**config.mk**
```make
export PLATFORM = sky130hd
export DESIGN_NAME = photon_pos_decoder
export DESIGN_NICKNAME = d
export VERILOG_FILES = /design/src/rtl/phot_pkg.sv /design/src/rtl/phot_thr_regs.sv /design/src/rtl/phot_front.sv /design/src/rtl/phot_gray2bin.sv /design/src/rtl/photon_pos_decoder.sv
export SDC_FILE = /design/constraint.sdc
export NUM_CORES = 1
export LEC_CHECK = 0
export ABC_CLOCK_PERIOD_IN_PS = 4350
export BUFFER_PORTS_ARGS = -buffer_cell sky130_fd_sc_hd__buf_4
export CORE_MARGIN = 2
export CORE_UTILIZATION = 50
export DETAILED_ROUTE_END_ITERATION = 8
export PLACE_DENSITY = 0.84
export SETUP_SLACK_MARGIN = 0.2
export SYNTH_ARGS = -nofsm -noshare
export SYNTH_HDL_FRONTEND = slang
export SYNTH_SLANG_ARGS = --single-unit
```
**constraint.sdc**
```tcl
create_clock -name clk -period 4.35 [get_ports clk]
set_input_delay 0 -clock clk [delete_from_list [all_inputs] [get_ports clk]]
set_output_delay 0 -clock clk [all_outputs]
set_load 0.05 [all_outputs]
```
**src/rtl/phot_pkg.sv**
```systemverilog
package phot_pkg;

    localparam int MASK_BITS = 10;
    localparam int COORD_W   = MASK_BITS + 1;
    localparam int AMP_W     = 10;
    localparam int CH_BITS   = 2 * MASK_BITS;
    localparam logic [AMP_W-1:0] THR_LO_RST = '0;
    localparam logic [AMP_W-1:0] THR_HI_RST = '1;

    typedef enum logic {
        THR_LOW  = 1'b0,
        THR_HIGH = 1'b1
    } thr_sel_e;

    // Registered raw event (stage 1)
    typedef struct packed {
        logic                 valid;
        logic [MASK_BITS-1:0] gx;
        logic [MASK_BITS-1:0] gy;
        logic [AMP_W-1:0]     ax;
        logic [AMP_W-1:0]     ay;
        logic [AMP_W-1:0]     ae;
    } raw_ev_t;

    // Full Gray words with the window verdict (stage 2)
    typedef struct packed {
        logic               valid;
        logic               legit;
        logic [COORD_W-1:0] gx;
        logic [COORD_W-1:0] gy;
    } gray_ev_t;

    // Fine bit: set when the axis amplitude is above half the energy
    function automatic logic fine_bit(input logic [AMP_W-1:0] amp,
                                      input logic [AMP_W-1:0] energy);
        logic [AMP_W:0] dbl;
        logic [AMP_W:0] en;
        dbl = {amp, 1'b0};
        en  = {1'b0, energy};
        return dbl > en;
    endfunction

    function automatic logic in_window(input logic [AMP_W-1:0] energy,
                                       input logic [AMP_W-1:0] lo,
                                       input logic [AMP_W-1:0] hi);
        return (energy >= lo) && (energy <= hi);
    endfunction

endpackage

```
**src/rtl/phot_thr_regs.sv**
```systemverilog
module phot_thr_regs
    import phot_pkg::*;
#(
    parameter int W = AMP_W,
    parameter logic [W-1:0] LO_INIT = THR_LO_RST,
    parameter logic [W-1:0] HI_INIT = THR_HI_RST
) (
    input  logic         clk,
    input  logic         rst,
    input  logic         we,
    input  thr_sel_e     sel,
    input  logic [W-1:0] data,
    output logic [W-1:0] thr_lo,
    output logic [W-1:0] thr_hi
);

    always_ff @(posedge clk) begin
        if (rst) begin
            thr_lo <= LO_INIT;
            thr_hi <= HI_INIT;
        end else if (we) begin
            if (sel == THR_LOW) thr_lo <= data;
            else                thr_hi <= data;
        end
    end

endmodule

```
**src/rtl/phot_front.sv**
```systemverilog
module phot_front
    import phot_pkg::*;
(
    input  logic             clk,
    input  logic             rst,
    input  raw_ev_t          s1,
    input  logic [AMP_W-1:0] thr_lo,
    input  logic [AMP_W-1:0] thr_hi,
    output gray_ev_t         s2
);

    gray_ev_t nxt;

    always_comb begin
        nxt.valid = s1.valid;
        nxt.legit = in_window(s1.ae, thr_lo, thr_hi);
        nxt.gx    = {s1.gx, fine_bit(s1.ax, s1.ae)};
        nxt.gy    = {s1.gy, fine_bit(s1.ay, s1.ae)};
    end

    always_ff @(posedge clk) begin
        if (rst) s2 <= '0;
        else     s2 <= nxt;
    end

endmodule

```
**src/rtl/phot_gray2bin.sv**
```systemverilog
module phot_gray2bin #(
    parameter int W = 11
) (
    input  logic [W-1:0] gray,
    output logic [W-1:0] bin
);

    assign bin[W-1] = gray[W-1];

    generate
        for (genvar i = W - 2; i >= 0; i--) begin : g_chain
            assign bin[i] = bin[i+1] ^ gray[i];
        end
    endgenerate

endmodule

```
**src/rtl/photon_pos_decoder.sv**
```systemverilog
module photon_pos_decoder
    import phot_pkg::*;
(
    input  logic               clk,
    input  logic               rst,
    input  logic               cfg_we,
    input  logic               cfg_sel,
    input  logic [AMP_W-1:0]   cfg_data,
    input  logic               ev_valid,
    input  logic [CH_BITS-1:0] ev_mask,
    input  logic [AMP_W-1:0]   ev_amp_x,
    input  logic [AMP_W-1:0]   ev_amp_y,
    input  logic [AMP_W-1:0]   ev_energy,
    output logic               out_valid,
    output logic               out_reject,
    output logic [COORD_W-1:0] out_x,
    output logic [COORD_W-1:0] out_y
);

    raw_ev_t            s1_q;
    gray_ev_t           s2_q;
    logic [AMP_W-1:0]   thr_lo;
    logic [AMP_W-1:0]   thr_hi;
    logic [COORD_W-1:0] bin_x;
    logic [COORD_W-1:0] bin_y;
    thr_sel_e           sel_e;

    assign sel_e = thr_sel_e'(cfg_sel);

    phot_thr_regs #(.W(AMP_W)) u_thr (
        .clk    (clk),
        .rst    (rst),
        .we     (cfg_we),
        .sel    (sel_e),
        .data   (cfg_data),
        .thr_lo (thr_lo),
        .thr_hi (thr_hi)
    );

    // Stage 1: capture the event
    always_ff @(posedge clk) begin
        if (rst) begin
            s1_q <= '0;
        end else begin
            s1_q.valid <= ev_valid;
            s1_q.gx    <= ev_mask[MASK_BITS-1:0];
            s1_q.gy    <= ev_mask[CH_BITS-1:MASK_BITS];
            s1_q.ax    <= ev_amp_x;
            s1_q.ay    <= ev_amp_y;
            s1_q.ae    <= ev_energy;
        end
    end

    // Stage 2: fine bits and energy window
    phot_front u_front (
        .clk    (clk),
        .rst    (rst),
        .s1     (s1_q),
        .thr_lo (thr_lo),
        .thr_hi (thr_hi),
        .s2     (s2_q)
    );

    // Stage 3: Gray to binary per axis
    phot_gray2bin #(.W(COORD_W)) u_g2b_x (.gray(s2_q.gx), .bin(bin_x));
    phot_gray2bin #(.W(COORD_W)) u_g2b_y (.gray(s2_q.gy), .bin(bin_y));

    always_ff @(posedge clk) begin
        if (rst) begin
            out_valid  <= 1'b0;
            out_reject <= 1'b0;
            out_x      <= '0;
            out_y      <= '0;
        end else begin
            out_valid  <= s2_q.valid & s2_q.legit;
            out_reject <= s2_q.valid & ~s2_q.legit;
            out_x      <= bin_x;
            out_y      <= bin_y;
        end
    end

endmodule

```
* Yosys cells after proc, flatten, opt, wreduce, memory -nomap -nowiden
Index checks and enable logic that the tools add are counted.
** Cells by class
- Bitwise logic cells :: 24
- Order comparisons :: 4
- Reduce and logical (&&, ||, !) cells :: 3
** Operators with widths (number)
- greater-than comparator 11 x 10 -> 1 bit :: 2
- bitwise XOR 1 bit :: 20
- greater-or-equal comparator 10 bit :: 1
- <= comparator 10 bit :: 1
- AND reduction 2 bit :: 2
- AND 1 bit :: 2
- inverter 1 bit :: 2
- logical AND 1 bit :: 1
** Storage, ports and cells
- Flip-flop bits (word level) :: 119
- Output and inout bits :: 24
- Word-level logic and storage cells :: 47

* Longest topological paths before layout
Gate-level depths: netlist (run 1).
- Depth in word-level cells :: 10
- Gate-level depth with buffers :: 9

* Cells and area by module
Synthesis (run 1) repeated with hierarchy kept, for this count alone.
** Second synthesis, totals
- Cell total of the unflattened synthesis :: 436
- Area total of the unflattened synthesis :: 4792.1 sq um
** By module, submodules not included
- photon_pos_decoder :: seq. area each 1501.4 sq um, cells each 158, area an instance 2052.0 sq um, instances 1
- phot_front :: seq. area each 480.5 sq um, cells each 168, area an instance 1542.7 sq um, instances 1
- phot_thr_regs :: seq. area each 400.4 sq um, cells each 80, area an instance 837.1 sq um, instances 1
- phot_gray2bin :: seq. area each 0.0 sq um, cells each 15, area an instance 180.2 sq um, instances 2

* Worst setup path before layout (run 1)
No wires, ideal clock.
- Kind :: register -> register
- Start :: register u_front.s2[9] (netlist bit)
- End :: register out_y[0]
- Arrival :: 1840 ps
- Stages on the path, launching flop included :: 8
- Path slack :: 2383 ps
- Period minus slack after synthesis :: 1967 ps
- Cell sequence :: dfxtp_1 xnor2_2 xnor3_2 xnor2_2 xor2_2 xor2_2 xor2_1 nor2_1
** On the way
- Word-level cells in the longest chain between the ends :: 10
** RTL lines
- start, declared :: RTL line phot_front.sv:9 : output gray_ev_t s2
- start signal, assigned :: RTL line phot_front.sv:23 : else s2 <= nxt;
- bitwise XOR 1 bit (10 in series) :: RTL line phot_gray2bin.sv:12 : assign bin[i] = bin[i+1] ^ gray[i];
- end signal, assigned :: RTL line photon_pos_decoder.sv:78 : out_y <= bin_y;
- end, declared :: RTL line photon_pos_decoder.sv:17 : output logic [COORD_W-1:0] out_y
Every way passes these cells.
A chain may end at the register's enable or synchronous reset.

* Worst setup path after layout (run 1)
- Start :: register s1_q[0] (netlist bit)
- End :: register u_front.s2[22] (netlist bit)
** On the way
- Word-level cells in the longest chain between the ends :: 2
- Elaborated cells on any way between the ends :: 3
- Those cells by class :: order compare: 2; reduce/logical: 1
** RTL lines
- start, declared :: RTL line photon_pos_decoder.sv:20 : raw_ev_t s1_q;
- greater-or-equal comparator 10 bit / <= comparator 10 bit (equally long branches) :: RTL line phot_pkg.sv:46 : return (energy >= lo) && (energy <= hi);
- logical AND 1 bit * :: RTL line phot_pkg.sv:46
Mark *: on every way between the ends. The rest lies on a longest branch, timed or not.

==> impl_metrics.ini, run 1 <==
[yosys]
yosys_warnings = 0
ys_seq_elements = 119
syn-num-nets = 536
synth_cell_types = 33
synthTopCellsByArea = dfxtp_1, ha_1, nor2b_1
synthDominantCellAreaShare_pct = 52.31
synthCells = 433
syn_area_sq_um = 4554
ys_seq_area_share_pct = 52.31
synth_top_cell_by_area = dfxtp_1
avgSynthCellArea_sq_um = 10.52

[worst_setup_path]
rr_endpoint = u_front.s2[22]$_SDFF_PP0_
critPathCaptureType = flip-flop
r2r_start = s1_q[0]$_SDFF_PP0_
crit_type = flip-flop to flip-flop
worst_ep_required_time_ns = 4.67
crit_family = compound AO/OA/AOI/OAI gates
crit_buf_inv = 1
worst-path-max-fanout = 4
crit_path_top_delay_cell = dfxtp_1
slowest_delay_ns = 0.34
crit_chain = inv_1, ha_1, nand2b_1, a21o_1, a21o_1, a21o_1, a21o_1, a221oi_1, a2111oi_0
crit_top_cell = a21o_1
worstRegToRegCells = 9
arrival_ns = 2.53
rrSetupSlack_ns = 2.14
critPathLaunchType = flip-flop

[power_and_ir_drop]
peakVddDrop_v = 0.0002540
power.density_nw_per_um2 = 456.7
leakage_nw = 3.020

[drt]
routed_wl_mm = 10.41
wl_per_cell_um = 14.64
num_vias = 3484
final_antenna_net_count = 0
remaining_drc_errors = 0
firstDrtPassIters = 4
drt_iter0_drc = 127
avgViaCountPerCell = 4.900

[clock_tree]
postCtsResizedCells = 0
tritoncts = yes
cts_htree_levels = 4
cts_buffer_depth = 2
root_buffer = clkbuf_8
cts.sinks = 119
cts_buffers = 17
clk_pin_slew_ns = 0.06
insertion_delay_ns = 0.51

[job]
maxCapViolCount = 0

[timing]
maxSlewViolCount = 0
setup_violations = 0
min_period_over_period_pct = 50.90
hold_viol_final = 0
fin_setup_tns_ns = 0
post-route-min-period_ns = 2.214
setup_slack_ns = 2.136
max_freq_mhz = 451.6
rsz0062_at_grt = false
max_slew_margin_pct = 24.87
worst_pin_slew_ns = 1.127
clock_skew_ns = 0.007182

[floorplan]
core-area_sq_um = 8763
io_pins = 89
row_count = 34
die_h_um = 99.44
start_util_pct = 51.97
die-area_sq_um = 9888
die_w_um = 99.44

[min_path]
hold_start = rst
hold_class = input port to flip-flop
hold-path-endpoint = out_y[1]$_SDFF_PP0_
hold_depth = 2

[layout]
layout_commonest_cell = dfxtp_1
fillerInstances = 576
area_delta_synth_final_pct = 43.16
mostFrequentLayoutCells = dfxtp_1, buf_4, nor2b_1
nets = 694
drive_gt1_share_pct = 21.23
n_antenna_cell = 0

[global_route]
grt_pass1_vias = 3747
grt_pass1_wl_mm = 16.94
grt_max_degree = 120
grt_antenna_before_repair = 0
grt-ovfl-total = 0
grtUsageTotal_pct = 22.25

[place]
post-place-ws_ns = 2.191
io_buffer_count = 88
dpl.hpwl_mm = 6.128
gp_congestion = 0.8933

[status]
outcome = finished, final reports clean
[flip-flops by register name, indices dropped and copies added, names as in the netlist]
name,flops
out_reject,1
out_valid,1
out_x,11
out_y,11
s1_q,51
u_front.s2,24
u_thr.thr_hi,10
u_thr.thr_lo,10
[kinds of logic after synthesis]
| family | share of synthesized area, % |
|---|---|
| and+or+nand+nor | 17.83 |
| DFF | 52.31 |
| AOI/OAI and AO/OA | 8.242 |
| buffers and inverters | 3.874 |
| adders and majority gates | 10.44 |
| xor gates and xnor gates | 7.307 |
[worst register-to-register path, delay by kind of cell (launching register included)]
family / cells / cell delay, ns
compound gates: 6 / 1.15
flops: 1 / 0.34
fa+ha+maj: 1 / 0.29
simple gates: 1 / 0.16
buf+inv: 1 / 0.10
[area by class of cell]
cell class	instances	area, sq um	share of cell area [%]
Clock inverter	11	127.6	1.957
Multi-Input combinational cell	267	1996	30.61
Timing Repair Buffer	156	1341	20.57
Tap cell	108	135.1	2.073
Inverter	30	112.6	1.727
Clock buffer	20	425.4	6.525
Sequential cell	119	2382	36.54
[stage by stage]
step / utilization, % / cells / total power [W] / instance area [sq um] / hold WS, ns
finish: 74.40 / 711 / 0.002978 / 6520 / 0.1566
global route: 74.40 / 711 / 0.003101 / 6520 / 0.2101
CTS: 74.40 / 711 / 0.002987 / 6520 / 0.1670
detailed placement: 60.32 / 612 / 0.001649 / 5286 / 0.2148
global placement: 60.32 / 612 / 0.001632 / 5286 / 0.2122
floorplan: - / 433 / 0.001510 / 4554 / 0.1282
[repair_timing]
item / in CTS / in global routing
endpoints found under the hold margin: 71 / 0
hold buffers: 68 / 0
buffers inserted: 0 / 0
[power by group]
part           internal [W]  switching [W]
clock network      0.000812       0.000480
registers           0.00117      0.0000351
logic              0.000220       0.000262
[metal layers]
layer  routed length [um]  track usage (%)  vias to the layer above
li1                     -                -                     1729
met1                 3989            23.38                     1639
met2                 5729            41.16                      103
met3                  529            6.606                       13
met4                  159            9.273                        0
met5                    0                0                        -
[how the worst max path moves through the flow]
stage                                    startpoint  cells after the start                   endpoint  slack (ns)
after global placement    u_front.s2[20]$_SDFF_PP0_                      7        out_x[0]$_SDFF_PP0_        2.29
final                            s1_q[0]$_SDFF_PP0_                      9  u_front.s2[22]$_SDFF_PP0_        2.14
after CTS                  u_front.s2[9]$_SDFF_PP0_                      7        out_y[0]$_SDFF_PP0_        2.13
after floorplan            u_front.s2[9]$_SDFF_PP0_                      7        out_y[0]$_SDFF_PP0_        2.38
after global routing       u_front.s2[9]$_SDFF_PP0_                      7        out_y[0]$_SDFF_PP0_        2.00
after detailed placement   u_front.s2[9]$_SDFF_PP0_                      7        out_y[0]$_SDFF_PP0_        2.19
[cell usage after synthesis (all sizes together)]
| cell | instances |
|---|---|
| a2111oi | 2 |
| a211o | 10 |
| a211oi | 1 |
| a21o | 12 |
| a21oi | 19 |
| a221oi | 1 |
| and3 | 10 |
| and3b | 1 |
| buf | 2 |
| clkbuf | 15 |
| dfxtp | 119 |
| ha | 38 |
| inv | 30 |
| nand2 | 21 |
| nand2b | 3 |
| nand3 | 4 |
| nand4 | 4 |
| nand4b | 1 |
| nor2 | 23 |
| nor2b | 76 |
| nor3 | 1 |
| nor3b | 2 |
| o211ai | 1 |
| o21a | 3 |
| o21ai | 5 |
| o22ai | 1 |
| o31ai | 1 |
| or4 | 1 |
| xnor2 | 8 |
| xnor3 | 2 |
| xor2 | 16 |
(Power assumes the default switching activity.)
==> run 2: changes to the inputs <==
--- a/config.mk
+++ b/config.mk
@@ -5,7 +5,8 @@
 export SDC_FILE = /design/constraint.sdc
 export NUM_CORES = 1
 export LEC_CHECK = 0
-export ABC_CLOCK_PERIOD_IN_PS = 4350
+export ABC_AREA = 1
+export ABC_CLOCK_PERIOD_IN_PS = 2250
 export BUFFER_PORTS_ARGS = -buffer_cell sky130_fd_sc_hd__buf_4
 export CORE_MARGIN = 2
 export CORE_UTILIZATION = 50
==> constraint.sdc (replaced) <==
create_clock -name clk -period 2.25 [get_ports clk]
set_input_delay 0 -clock clk [delete_from_list [all_inputs] [get_ports clk]]
set_output_delay 0 -clock clk [all_outputs]
set_load 0.05 [all_outputs]
==> run 2 against run 1 <==
  * Worst hold slack got worse by 0.038 ns
  * Final area increased by 12%
  * First-iteration DRC count up 100%
  * Clock skew fell by 0.0030 ns
  * Global-route usage increased by 6.3 points
  * Setup slack got worse by 2.0 ns
  * Clock power grew 110%
  * Routed wire length is 46% higher
  * Largest cell class unchanged
==> impl_metrics.ini, run 2 <==
[drt]
wl_per_cell_um = 16.33
routed_wl_mm = 15.24
final_antenna_net_count = 0
remaining_drc_errors = 0
firstDrtPassIters = 5
num_vias = 4748
avgViaCountPerCell = 5.089
drt_iter0_drc = 256

[power_and_ir_drop]
finalPower_w = 0.005976
power.density_nw_per_um2 = 814.9
peakVddDrop_v = 0.0006958
leakage_nw = 3.655

[timing]
max_slew_margin_pct = 51.53
fin_setup_tns_ns = 0
hold_viol_final = 0
post-route-min-period_ns = 2.098
max_freq_mhz = 476.6
worst_pin_slew_ns = 0.7263
rsz0062_at_grt = false
min_period_over_period_pct = 93.26
maxSlewViolCount = 0
setup_violations = 0
clock_skew_ns = 0.004137

[clock_tree]
tritoncts = yes
cts_buffers = 17
cts_htree_levels = 4
cts.sinks = 119
cts_buffer_depth = 2
insertion_delay_ns = 0.53
root_buffer = clkbuf_8
clk_pin_slew_ns = 0.06

[place]
io_buffer_count = 88
dpl.hpwl_mm = 7.172
gp_congestion = 0.8440

[worst_setup_path]
critPathLaunchType = flip-flop
crit_type = flip-flop to flip-flop
worst_ep_required_time_ns = 2.66
r2r_start = s1_q[2]$_SDFF_PP0_
arrival_ns = 2.50
worst-path-max-fanout = 3
critPathCaptureType = flip-flop
worstSetupStartpoint = s1_q[2]$_SDFF_PP0_

[yosys]
synth-edff-count = 0
avgSynthCellArea_sq_um = 8.171
synthTopCellsByArea = dfxtp_1, inv_1, ha_1
ys_top_cells_by_count = inv_1, dfxtp_1, nor2_1
async_flop_share_pct = 0
synth_cell_types = 26
synth_top_cell_by_area = dfxtp_1
synthCells = 594
ys_seq_area_share_pct = 49.08
synthDominantCellAreaShare_pct = 49.08
syn_area_sq_um = 4853
syn-num-nets = 697
yosys_warnings = 0
yosysMostFrequentCell = inv_1
ys_seq_elements = 119
ys.flop_type = dfxtp_1

[floorplan]
die_h_um = 102.5
die-area_sq_um = 10510
row_count = 35
start_util_pct = 52.03
io_pins = 89
die_w_um = 102.5
core-area_sq_um = 9328

[layout]
largest_reg_flops = 51
mostFrequentLayoutCells = inv_1, dfxtp_1, dlygate4sd3_1
final_util_pct = 78.62
nets = 894
drive_gt1_share_pct = 22.04
multi_input_area_sq_um = 1984
fillerInstances = 518
area_delta_synth_final_pct = 51.10
top_register = s1_q
reg_top3 = s1_q: 51 flops, u_front.s2: 24 flops
layout_commonest_cell = inv_1
seq_area_sq_um = 2390

[status]
outcome = finished, final reports clean

[global_route]
grt_pass1_wl_mm = 22.42
grt_max_degree = 57
grt_antenna_before_repair = 1
grtUsageTotal_pct = 28.54
grt-ovfl-total = 0
grt_pass1_vias = 4895

[job]
maxCapViolCount = 0

[min_path]
hold_class = input port to flip-flop
hold_start = cfg_we
-- run 2: logic make-up after synthesis --
logic type / synth area share, %
AND/OR/NAND/NOR: 20.91
adder cells (fa/ha/maj): 9.796
AO/OA/AOI/OAI: 8.456
buffers and inverters: 11.76
flip-flops: 49.08
-- run 2: metrics by stage --
step | instance area (sq um) | setup WS (ns) | std cells | hold WS (ns)
2_1_floorplan | 4853 | 0.6455 | 594 | 0.1070
3_3_place_gp | 5623 | 0.5248 | 797 | 0.2008
3_5_place_dp | 5623 | 0.3906 | 797 | 0.2055
4_1_cts | 7217 | 0.3214 | 929 | 0.06028
5_1_grt | 7333 | 0.03206 | 933 | 0.1556
6_report | 7333 | 0.1516 | 933 | 0.1188
-- run 2: layer usage --
layer  GRT usage (%)  routed length, um  part of all wire, %  vias up
met2           52.64               7789                   51      229
met4           20.31               1108                  7.3        0
met3           7.390                981                  6.4      100
li1                -                  -                    -     2240
met1           27.34               5360                   35     2179
met5               0                  0                    0        -
-- run 2: what timing repair did --
action,CTS,global route
hold buffers,101,0
endpoints found under the setup margin,0,4
gates resized for setup,0,27
buffers inserted,0,3
endpoints found under the hold margin,74,0
-- run 2: cell type report --
class,instances,share of cell area (%)
clock inverter,12,1.928
sequential,119,32.59
tap,129,2.201
antenna,1,0.03412
clock buffer,19,6.023
multi-input combinational,324,27.06
timing repair buffer,193,23.20
inverter,136,6.961
-- run 2: worst paths after layout --
| kind | to | slack, ns | cells past startpoint |
|---|---|---|---|
| max reg2reg | u_front.s2[11]$_SDFF_PP0_ | 0.15 | 12 |
| min reg2reg | u_front.s2[21]$_SDFF_PP0_ | 0.40 | 2 |
| max | u_front.s2[11]$_SDFF_PP0_ | 0.15 | 12 |
| min | u_thr.thr_hi[2]$_SDFFE_PP1P_ | 0.12 | 4 |
-- run 2: report_power, final --
part           internal (W)  switching, W
Combinational      0.000421      0.000570
Clock               0.00164       0.00103
Sequential          0.00224     0.0000668
-- run 2: worst max-delay path: stages, from the launching register on --
cell and delay (ns):
dfxtp_2 0.37, inv_1 0.08, ha_1 0.34, nand2_2 0.13, nor2_4 0.05, nand3_1 0.11
o2111ai_1 0.13, a21boi_1 0.19, nor2_1 0.09, o21ai_1 0.17, nand3_1 0.11, o311ai_0 0.12
inv_1 0.09
